### config.mk
export PLATFORM = sky130hd
export DESIGN_NAME = dpsk_demod
export DESIGN_NICKNAME = d
export VERILOG_FILES = /design/src/rtl/dpsk_pkg.sv /design/src/rtl/dpsk_nco.sv /design/src/rtl/dpsk_mix_iad.sv /design/src/rtl/dpsk_symproc.sv /design/src/rtl/dpsk_demod.sv
export SDC_FILE = /design/constraint.sdc
export NUM_CORES = 2
export LEC_CHECK = 0
export ABC_AREA = 1
export BUFFER_PORTS_ARGS = -buffer_cell sky130_fd_sc_hd__buf_2
export CAP_MARGIN = 20
export CELL_PAD_IN_SITES_DETAIL_PLACEMENT = 0
export CELL_PAD_IN_SITES_GLOBAL_PLACEMENT = 1
export CORE_MARGIN = 2
export CORE_UTILIZATION = 55
export CTS_CLUSTER_DIAMETER = 60
export DETAILED_ROUTE_END_ITERATION = 8
export PLACE_DENSITY = 0.95
export SLEW_MARGIN = 30
export SYNTH_ARGS = -nofsm -noshare
export SYNTH_HDL_FRONTEND = slang
export SYNTH_SLANG_ARGS = --single-unit
### constraint.sdc
create_clock -name clk -period 16.9 [get_ports clk]
set_input_delay 1.69 -clock clk [delete_from_list [all_inputs] [get_ports clk]]
set_output_delay 1.69 -clock clk [all_outputs]
set_load 0.01 [all_outputs]
### src/rtl/dpsk_pkg.sv
// Package: shared types for the differential PSK demodulator.
// Assumes: nothing beyond IEEE 1800-2017.
package dpsk_pkg;
    typedef enum logic [1:0] {
        SP_IDLE = 2'd0,
        SP_CALC = 2'd1,
        SP_LOOP = 2'd2
    } sp_state_t;
endpackage

### src/rtl/dpsk_nco.sv
// Numerically controlled oscillator: a PW-bit phase accumulator whose top
// 2+QB bits address a quarter-wave table (parabolic sine fit sampled at
// bin centres), giving registered cosine and sine outputs.
// Assumes: freq is the phase step per clock; phase is zero after reset.
module dpsk_nco #(
    parameter int PW = 24,
    parameter int QB = 3,
    parameter int AW = 8
) (
    input  logic                 clk,
    input  logic                 rst_n,
    input  logic [PW-1:0]        freq,
    output logic signed [AW-1:0] cos_o,
    output logic signed [AW-1:0] sin_o
);
    localparam int QN   = 1 << QB;
    localparam int AMAX = (1 << (AW - 1)) - 1;

    // Table entry k: AMAX * 4x(1-x) with x = (2k+1)/(4*QN), always positive.
    function automatic logic signed [AW-1:0] qtab(input logic [QB-1:0] k);
        int m;
        m = 2 * int'(k) + 1;
        return AW'((AMAX * m * (4 * QN - m)) / (4 * QN * QN));
    endfunction

    logic [PW-1:0]        phase;
    logic [1:0]           quad;
    logic [QB-1:0]        idx;
    logic signed [AW-1:0] t_fwd;
    logic signed [AW-1:0] t_rev;

    assign quad  = phase[PW-1 -: 2];
    assign idx   = phase[PW-3 -: QB];
    assign t_fwd = qtab(idx);
    assign t_rev = qtab(~idx);

    // Phase accumulation, one step per clock.
    always_ff @(posedge clk) begin
        if (!rst_n) phase <= '0;
        else        phase <= phase + freq;
    end

    // Quadrant folding of the quarter table into cosine and sine.
    always_ff @(posedge clk) begin
        if (!rst_n) begin
            cos_o <= '0;
            sin_o <= '0;
        end else begin
            case (quad)
                2'd0: begin sin_o <=  t_fwd; cos_o <=  t_rev; end
                2'd1: begin sin_o <=  t_rev; cos_o <= -t_fwd; end
                2'd2: begin sin_o <= -t_fwd; cos_o <= -t_rev; end
                default: begin sin_o <= -t_rev; cos_o <= t_fwd; end
            endcase
        end
    end
endmodule

### src/rtl/dpsk_mix_iad.sv
// Three-level quantiser, complex mixer and integrate-and-dump pair.
// I = q*cos, Q = -q*sin. On dump the running sums plus the current product
// are captured into the hold registers and the accumulators restart at zero.
// Assumes: thresh is a non-negative magnitude; table amplitude below 2^(AW-1).
module dpsk_mix_iad #(
    parameter int SW   = 8,
    parameter int AW   = 8,
    parameter int ACCW = 16
) (
    input  logic                   clk,
    input  logic                   rst_n,
    input  logic signed [SW-1:0]   rx,
    input  logic [SW-1:0]          thresh,
    input  logic signed [AW-1:0]   cos_i,
    input  logic signed [AW-1:0]   sin_i,
    input  logic                   dump,
    output logic signed [ACCW-1:0] hold_i,
    output logic signed [ACCW-1:0] hold_q
);
    logic signed [SW:0]    rx_x;
    logic signed [SW:0]    thr_x;
    logic                  q_pos;
    logic                  q_neg;
    logic signed [AW-1:0]  prod_i;
    logic signed [AW-1:0]  prod_q;
    logic signed [ACCW-1:0] ext_i;
    logic signed [ACCW-1:0] ext_q;
    logic signed [ACCW-1:0] acc_i;
    logic signed [ACCW-1:0] acc_q;

    assign rx_x  = {rx[SW-1], rx};
    assign thr_x = {1'b0, thresh};

    // Register the three-level decision of the incoming sample.
    always_ff @(posedge clk) begin
        if (!rst_n) begin
            q_pos <= 1'b0;
            q_neg <= 1'b0;
        end else begin
            q_pos <= (rx_x > thr_x);
            q_neg <= (rx_x < -thr_x);
        end
    end

    // Mixer: multiply a three-level value by the oscillator outputs.
    always_comb begin
        prod_i = '0;
        prod_q = '0;
        if (q_pos) begin
            prod_i = cos_i;
            prod_q = -sin_i;
        end else if (q_neg) begin
            prod_i = -cos_i;
            prod_q = sin_i;
        end
    end

    assign ext_i = {{(ACCW-AW){prod_i[AW-1]}}, prod_i};
    assign ext_q = {{(ACCW-AW){prod_q[AW-1]}}, prod_q};

    // Integrate every clock; on dump capture the total and restart.
    always_ff @(posedge clk) begin
        if (!rst_n) begin
            acc_i  <= '0;
            acc_q  <= '0;
            hold_i <= '0;
            hold_q <= '0;
        end else if (dump) begin
            hold_i <= acc_i + ext_i;
            hold_q <= acc_q + ext_q;
            acc_i  <= '0;
            acc_q  <= '0;
        end else begin
            acc_i  <= acc_i + ext_i;
            acc_q  <= acc_q + ext_q;
        end
    end
endmodule

### src/rtl/dpsk_symproc.sv
// Symbol processor: per accepted dump, forms current*conj(previous) for the
// differential decision and a sign-based phase error, then runs a PI loop
// filter with shift gains. The frequency word is nominal plus correction,
// clamped to [0, 2^PW-1] and registered every clock.
// Assumes: dump is a one-cycle strobe; hold_* are valid the edge after dump.
module dpsk_symproc
    import dpsk_pkg::*;
#(
    parameter int ACCW = 16,
    parameter int PW   = 24,
    parameter int SHW  = 5
) (
    input  logic                   clk,
    input  logic                   rst_n,
    input  logic                   dump,
    input  logic signed [ACCW-1:0] hold_i,
    input  logic signed [ACCW-1:0] hold_q,
    input  logic                   qpsk,
    input  logic                   loop_en,
    input  logic [SHW-1:0]         kp,
    input  logic [SHW-1:0]         ki,
    input  logic [PW-1:0]          nominal,
    output logic                   dec_valid,
    output logic [1:0]             dec_bits,
    output logic                   overrun,
    output logic [PW-1:0]          freq_out
);
    localparam int EW  = 2 * ACCW + 1;
    localparam int LW  = ((EW > PW + 2) ? EW : PW + 2) + 2;
    localparam int M   = 2 * ACCW - 1;
    localparam logic signed [LW-1:0] IMAX = {{(LW-PW-1){1'b0}}, 1'b1, {PW{1'b0}}};
    localparam logic signed [LW-1:0] IMIN = -IMAX;
    localparam logic signed [LW-1:0] FMAX = {{(LW-PW){1'b0}}, {PW{1'b1}}};

    sp_state_t              state;
    logic signed [ACCW-1:0] cur_i, cur_q, prev_i, prev_q;
    logic signed [2*ACCW-1:0] p_ii, p_qq, p_qi, p_iq, p_cc;
    logic [EW-1:0]          re_c, im_c, err_c;
    logic signed [ACCW:0]   ci_x, cq_x, qa, qb;
    logic [ACCW+1:0]        qerr;
    logic                   re_neg, im_neg;
    logic signed [EW-1:0]   err_r;
    logic signed [LW-1:0]   err_w, pterm, iterm, isum, icl, integ, corr, fsum;

    // Conjugate product of the newly captured pair with the previous one.
    assign p_ii = hold_i * prev_i;
    assign p_qq = hold_q * prev_q;
    assign p_qi = hold_q * prev_i;
    assign p_iq = hold_i * prev_q;
    assign re_c = {p_ii[M], p_ii} + {p_qq[M], p_qq};
    assign im_c = {p_qi[M], p_qi} - {p_iq[M], p_iq};

    // Phase error: sign-based for QPSK, plain I*Q for BPSK.
    assign ci_x  = {hold_i[ACCW-1], hold_i};
    assign cq_x  = {hold_q[ACCW-1], hold_q};
    assign qa    = hold_q[ACCW-1] ? -ci_x : ci_x;
    assign qb    = hold_i[ACCW-1] ? -cq_x : cq_x;
    assign qerr  = {qa[ACCW], qa} - {qb[ACCW], qb};
    assign p_cc  = hold_i * hold_q;
    assign err_c = qpsk ? {{(EW-ACCW-2){qerr[ACCW+1]}}, qerr} : {p_cc[M], p_cc};

    // Loop filter terms and integrator clamp.
    assign err_w = $signed({{(LW-EW){err_r[EW-1]}}, err_r});
    assign pterm = err_w >>> kp;
    assign iterm = err_w >>> ki;
    assign isum  = integ + iterm;
    assign icl   = (isum > IMAX) ? IMAX : ((isum < IMIN) ? IMIN : isum);
    assign fsum  = $signed({{(LW-PW){1'b0}}, nominal}) + corr;

    // Pass sequencing, decision and loop state.
    always_ff @(posedge clk) begin
        if (!rst_n) begin
            state     <= SP_IDLE;
            cur_i     <= '0;
            cur_q     <= '0;
            prev_i    <= '0;
            prev_q    <= '0;
            re_neg    <= 1'b0;
            im_neg    <= 1'b0;
            err_r     <= '0;
            dec_valid <= 1'b0;
            dec_bits  <= 2'b00;
            overrun   <= 1'b0;
        end else begin
            dec_valid <= 1'b0;
            overrun   <= dump && (state != SP_IDLE);
            case (state)
                SP_IDLE: if (dump) state <= SP_CALC;
                SP_CALC: begin
                    cur_i  <= hold_i;
                    cur_q  <= hold_q;
                    re_neg <= re_c[EW-1];
                    im_neg <= im_c[EW-1];
                    err_r  <= $signed(err_c);
                    state  <= SP_LOOP;
                end
                default: begin
                    prev_i    <= cur_i;
                    prev_q    <= cur_q;
                    dec_bits  <= qpsk ? {re_neg, im_neg} : {1'b0, re_neg};
                    dec_valid <= 1'b1;
                    state     <= SP_IDLE;
                end
            endcase
        end
    end

    // Integrator and correction, updated once per pass while the loop is closed.
    always_ff @(posedge clk) begin
        if (!rst_n || !loop_en) begin
            integ <= '0;
            corr  <= '0;
        end else if (state == SP_LOOP) begin
            integ <= icl;
            corr  <= icl + pterm;
        end
    end

    // Clamped frequency word for the oscillator.
    always_ff @(posedge clk) begin
        if (!rst_n)            freq_out <= '0;
        else if (fsum < 0)     freq_out <= '0;
        else if (fsum > FMAX)  freq_out <= '1;
        else                   freq_out <= fsum[PW-1:0];
    end
endmodule

### src/rtl/dpsk_demod.sv
// Top of the differential PSK carrier-tracking demodulator: oscillator,
// quantiser/mixer/integrate-and-dump, and symbol processor closing the loop.
// Assumes: one IF sample per clock; dump marks the end of each symbol.
module dpsk_demod #(
    parameter int SW   = 8,
    parameter int PW   = 24,
    parameter int QB   = 3,
    parameter int AW   = 8,
    parameter int ACCW = 16,
    parameter int SHW  = 5
) (
    input  logic                 clk,
    input  logic                 rst_n,
    input  logic signed [SW-1:0] rx_sample,
    input  logic [SW-1:0]        cfg_thresh,
    input  logic                 cfg_qpsk,
    input  logic [PW-1:0]        cfg_freq,
    input  logic [SHW-1:0]       cfg_kp,
    input  logic [SHW-1:0]       cfg_ki,
    input  logic                 cfg_loop_en,
    input  logic                 dump,
    output logic                 dec_valid,
    output logic [1:0]           dec_bits,
    output logic                 overrun,
    output logic [PW-1:0]        freq_out
);
    logic signed [AW-1:0]   nco_cos;
    logic signed [AW-1:0]   nco_sin;
    logic signed [ACCW-1:0] sym_i;
    logic signed [ACCW-1:0] sym_q;

    dpsk_nco #(.PW(PW), .QB(QB), .AW(AW)) u_nco (
        .clk   (clk),
        .rst_n (rst_n),
        .freq  (freq_out),
        .cos_o (nco_cos),
        .sin_o (nco_sin)
    );

    dpsk_mix_iad #(.SW(SW), .AW(AW), .ACCW(ACCW)) u_mix (
        .clk    (clk),
        .rst_n  (rst_n),
        .rx     (rx_sample),
        .thresh (cfg_thresh),
        .cos_i  (nco_cos),
        .sin_i  (nco_sin),
        .dump   (dump),
        .hold_i (sym_i),
        .hold_q (sym_q)
    );

    dpsk_symproc #(.ACCW(ACCW), .PW(PW), .SHW(SHW)) u_sym (
        .clk       (clk),
        .rst_n     (rst_n),
        .dump      (dump),
        .hold_i    (sym_i),
        .hold_q    (sym_q),
        .qpsk      (cfg_qpsk),
        .loop_en   (cfg_loop_en),
        .kp        (cfg_kp),
        .ki        (cfg_ki),
        .nominal   (cfg_freq),
        .dec_valid (dec_valid),
        .dec_bits  (dec_bits),
        .overrun   (overrun),
        .freq_out  (freq_out)
    );
endmodule

==> metrics list <==
* Number of buffers inserted by port buffering: 82
- Clock tree sinks: 304
* Root buffer cell: clkbuf_16
- Cells resized by post-CTS repair: 0
* Skew final: 0.0675 ns
- Relative slew slack: 32.9%
- CTS buffer count: 48
* Die Footprint: 142000 µm²
* Cell depth of the worst flop-to-flop path: 24
- Number of standard-cell rows in the floorplan: 136
- Buffers inserted to repair hold after CTS numbered 0.
- Detailed Route Iter0 Violations: 4789
- Maximum VDD drop: 640 µV
- The tool flagged a number of max-cap violations equal to 0.
- Register-to-Register Setup Slack: 8.11 ns
* Clock edge transition at the registers on the reported setup and hold paths: 0.06 ns
- Routed wire length per instance: 19.6 µm
* Post-placement cell area: 78400 µm²
* Core Region: 138000 µm²
- Counting flops with a built-in enable in the synthesized netlist gives 0.
- Relative to the synthesized area, the layout overhead comes to 4.49%.
* Highest cell delay on the worst timing path: 0.92 ns
- Setup repair after global routing missed its margin: no
- Worst-path cell chain: buf_4 > clkinv_1 > nor2_1 > fa_1 > inv_1 > fa_1 > fa_1 > fa_1 > fa_1 > fa_1 > fa_1 > inv_1 > fa_1 > ha_1 > nand2_1 > inv_1 > nand3_1 > nor4_1 > inv_1 > nor4_1 > a21oi_1 > o21ai_0 > nand2_1 > inv_1
* Hold Vio Cnt, Final: 0
- Top cell type's share of synthesized area: 38.9%
* Prevailing post-synth register cell: dfxtp_1
- Number of global-route vias before repair: 66607
- The worst register-to-register path begins at u_sym.prev_i[15].
* Worst Min Path Start: u_sym.cur_i[11]
- No sink is reached through more buffers than the 3 on the longest clock path.
* Most frequent standard cell in the layout excluding fill and tap cells: inv_1
* Most used cells in the layout excluding fill and tap cells: inv_1 (2524), nand2_1 (2198), fa_1 (1490)
* Final count of negative-setup-slack endpoints: 0
- First-pass GRT wire length: 364 mm
* Grt ovf: 0
* Outcome: finished clean
* Starting utilization of the core area: 55.6%
- Worst hold-check slack: 0.473 ns
* Synthesized flop and latch total: 304
* Crit path max fanout: 29
* DP HPWL: 182 mm
- Gate count of the mapped netlist: 9913
* Largest net degree at the start of global routing: 99
* Antenna violations before repair: 6
- For this design the static power due to leakage is 0.0437 µW.
* Final critical-path share of the clock period: 52.0%
- Post-synthesis cell type with the largest combined area: fa_1
- Ratio of total power to cell area: 122 nW/µm²
* Critical path class: flip-flop to flip-flop
- The worst path in the final design needs a cycle of 8.79 ns, including I/O delays and setup.
- Synthesis warning total: 0
- For hold timing, the worst endpoint is u_sym.prev_i[11].
- Fin Setup TNS: 0 ns
- Element type at the critical path end: flip-flop
- After routing the design area is 80100 µm².
- Total routing resource utilization after global routing: 32.8%
* Syn_area_per_cell: 7.73 µm²
- Via total after detailed routing: 62746
- For this run, design rule violations remaining after detail routing come to 0.
- Family with the most delay on the worst path: adder cells
- For this run, the post-layout net count is 11904.
- Buffering stage count on the worst path with inverters included: 7
- Detailed-routing iteration count for the pre-antenna-repair pass: 7
- # placed instances: 11444
* Filler cell count in the final layout: 12621
- TritonCTS built the clock tree.
- The count of final max-slew check failures came to 0.
- When the netlist entered floorplanning its net count stood at 12116.
- Using the TritonRoute via totals, the vias-per-cell ratio works out to 5.44.
- Library cell contributing the largest single delay on the critical path: clkinv_1
- 83 I/O pins were placed.
- Vert. Die Dim: 377 µm
- Area of the mapped netlist: 76700 µm²
- Total wirelength of the detailed-routed design: 226 mm
- Ranked by total cell area, the synthesized netlist is headed by fa_1 (39%), inv_1 (12%), nand2_1 (11%), ha_1 (11%), dfxtp_1 (7.9%).
- Excluding fillers, the count of instances in the completed layout stands at 11532.
- CTS H-tree depth: 2
- Post-detailed-route count of antenna-violating nets: 0
- Pin slew with the least headroom to its limit: 1.00 ns
- Count of unique library cells instantiated by Yosys: 58
- Type of the most critical hold path: flip-flop to flip-flop
* CP arrival: 9.37 ns
- Launching element type of the critical path: flip-flop
- For the worst setup path, the data required time is 17.48 ns.
- The number of antenna diodes in the final layout is 0.
- Max Clock Freq: 0.114 GHz
* Fraction of final layout cells with drive strength greater than 1: 3.87%
* Share of flip-flops with an asynchronous set or reset: 0%
- Clock latency at the later pin of the worst-skew pair: 0.65 ns
- Most frequent CP cell: fa_1
- At the end of routability-driven placement, the weighted congestion stood at 0.963.
* Capture instance of the worst register-to-register path: u_sym.re_neg
- The die is 377 µm wide.
- Sequential area share after synthesis: 7.94%
- Hold Path Depth: 2
- After clock tree synthesis, the setup repair step added 0 buffers.
==> registers in the layout, indices dropped and copies added (netlist names), 8 cells and up <==
register        cells
u_mix.hold_q       16
u_nco.phase        24
u_sym.integ        35
u_sym.cur_i        16
u_sym.cur_q        16
u_sym.freq_out     24
u_mix.acc_i        16
u_nco.sin_o         8
u_sym.prev_i       16
u_mix.hold_i       16
u_nco.cos_o         8
u_sym.corr         35
u_mix.acc_q        16
u_sym.prev_q       16
u_sym.err_r        32
==> per-layer routing <==
layer	routed length, µm	up-vias	global-route usage [%]
li1	-	28997	-
met1	88300	30887	41.1
met2	109000	2316	55.8
met3	16000	534	4.48
met4	12800	12	15.7
met5	83	-	0
==> synthesized netlist by cell type, drive strengths merged, types with 117 or more instances <==
cell	number
inv	2530
nand2	2212
fa	1490
ha	658
a21oi	463
o21ai	463
nor2	453
clkbuf	313
dfxtp	304
nand3	179
xor2	138
buf	117
==> worst register-to-register path, stage by stage (launching register included) <==
cell and delay, ns:
dfxtp_1 0.31, buf_4 0.35, clkinv_1 0.97, nor2_1 0.41
fa_1 0.46, inv_1 0.13, fa_1 0.49, fa_1 0.54
fa_1 0.46, fa_1 0.57, fa_1 0.45, fa_1 0.49
inv_1 0.05, fa_1 0.46, ha_1 0.33, nand2_1 0.11
inv_1 0.09, nand3_1 0.10, nor4_1 0.41, inv_1 0.13
nor4_1 0.46, a21oi_1 0.29, o21ai_0 0.53, nand2_1 0.10
inv_1 0.07
==> where the power goes <==
part | total (µW) | internal [µW] | switching [µW] | leakage, µW
clock network | 1070 | 629 | 437 | 0.000831
registers | 951 | 811 | 140 | 0.00250
logic | 7780 | 2830 | 4950 | 0.0404
total | 9800 | 4270 | 5520 | 0.0437
==> per-stage QoR <==
stage          worst slack (ns)  utilization [%]  total power [µW]
4_1_cts                    8.23             58.1              9750
2_1_floorplan              9.70                -              6740
3_5_place_dp               7.60             56.9              8620
3_3_place_gp               7.60             56.9              8390
6_report                   8.11             58.1              9800
5_1_grt                    7.75             58.1             11000
==> worst max-delay path by stage <==
stage                          start        endpoint  slack (ns)  depth (start not counted)
floorplan                  cfg_ki[1]  u_sym.corr[32]        9.70                         46
global placement           cfg_ki[1]  u_sym.corr[32]        7.60                         42
detailed placement         cfg_ki[1]  u_sym.corr[32]        7.60                         42
CTS                        cfg_ki[1]  u_sym.corr[32]        8.23                         42
global route        u_sym.prev_i[15]    u_sym.re_neg        7.75                         24
finish              u_sym.prev_i[15]    u_sym.re_neg        8.11                         24
==> layout make-up <==
| class | instances | area [µm²] | area share [%] |
|---|---|---|---|
| clock inverter | 34 | 448 | 0.559 |
| inverter | 2540 | 9530 | 11.9 |
| sequential | 304 | 6140 | 7.67 |
| clock buffer | 53 | 1250 | 1.56 |
| timing repair buffer | 168 | 1080 | 1.35 |
| multi-input combinational | 6639 | 59400 | 74.2 |
| tap | 1794 | 2240 | 2.80 |
==> cells by family after synthesis <==
kind of cell    count (synthesis)  synth area share (%)
flops                         304                  7.94
fa+ha+maj                    2148                  49.6
xor+xnor                      231                  2.64
buf+inv                      2970                  14.6
compound gates               1177                  8.49
simple gates                 3010                  15.7
mux                            73                 0.953
Note: power is estimated with default switching activity, not from simulation.
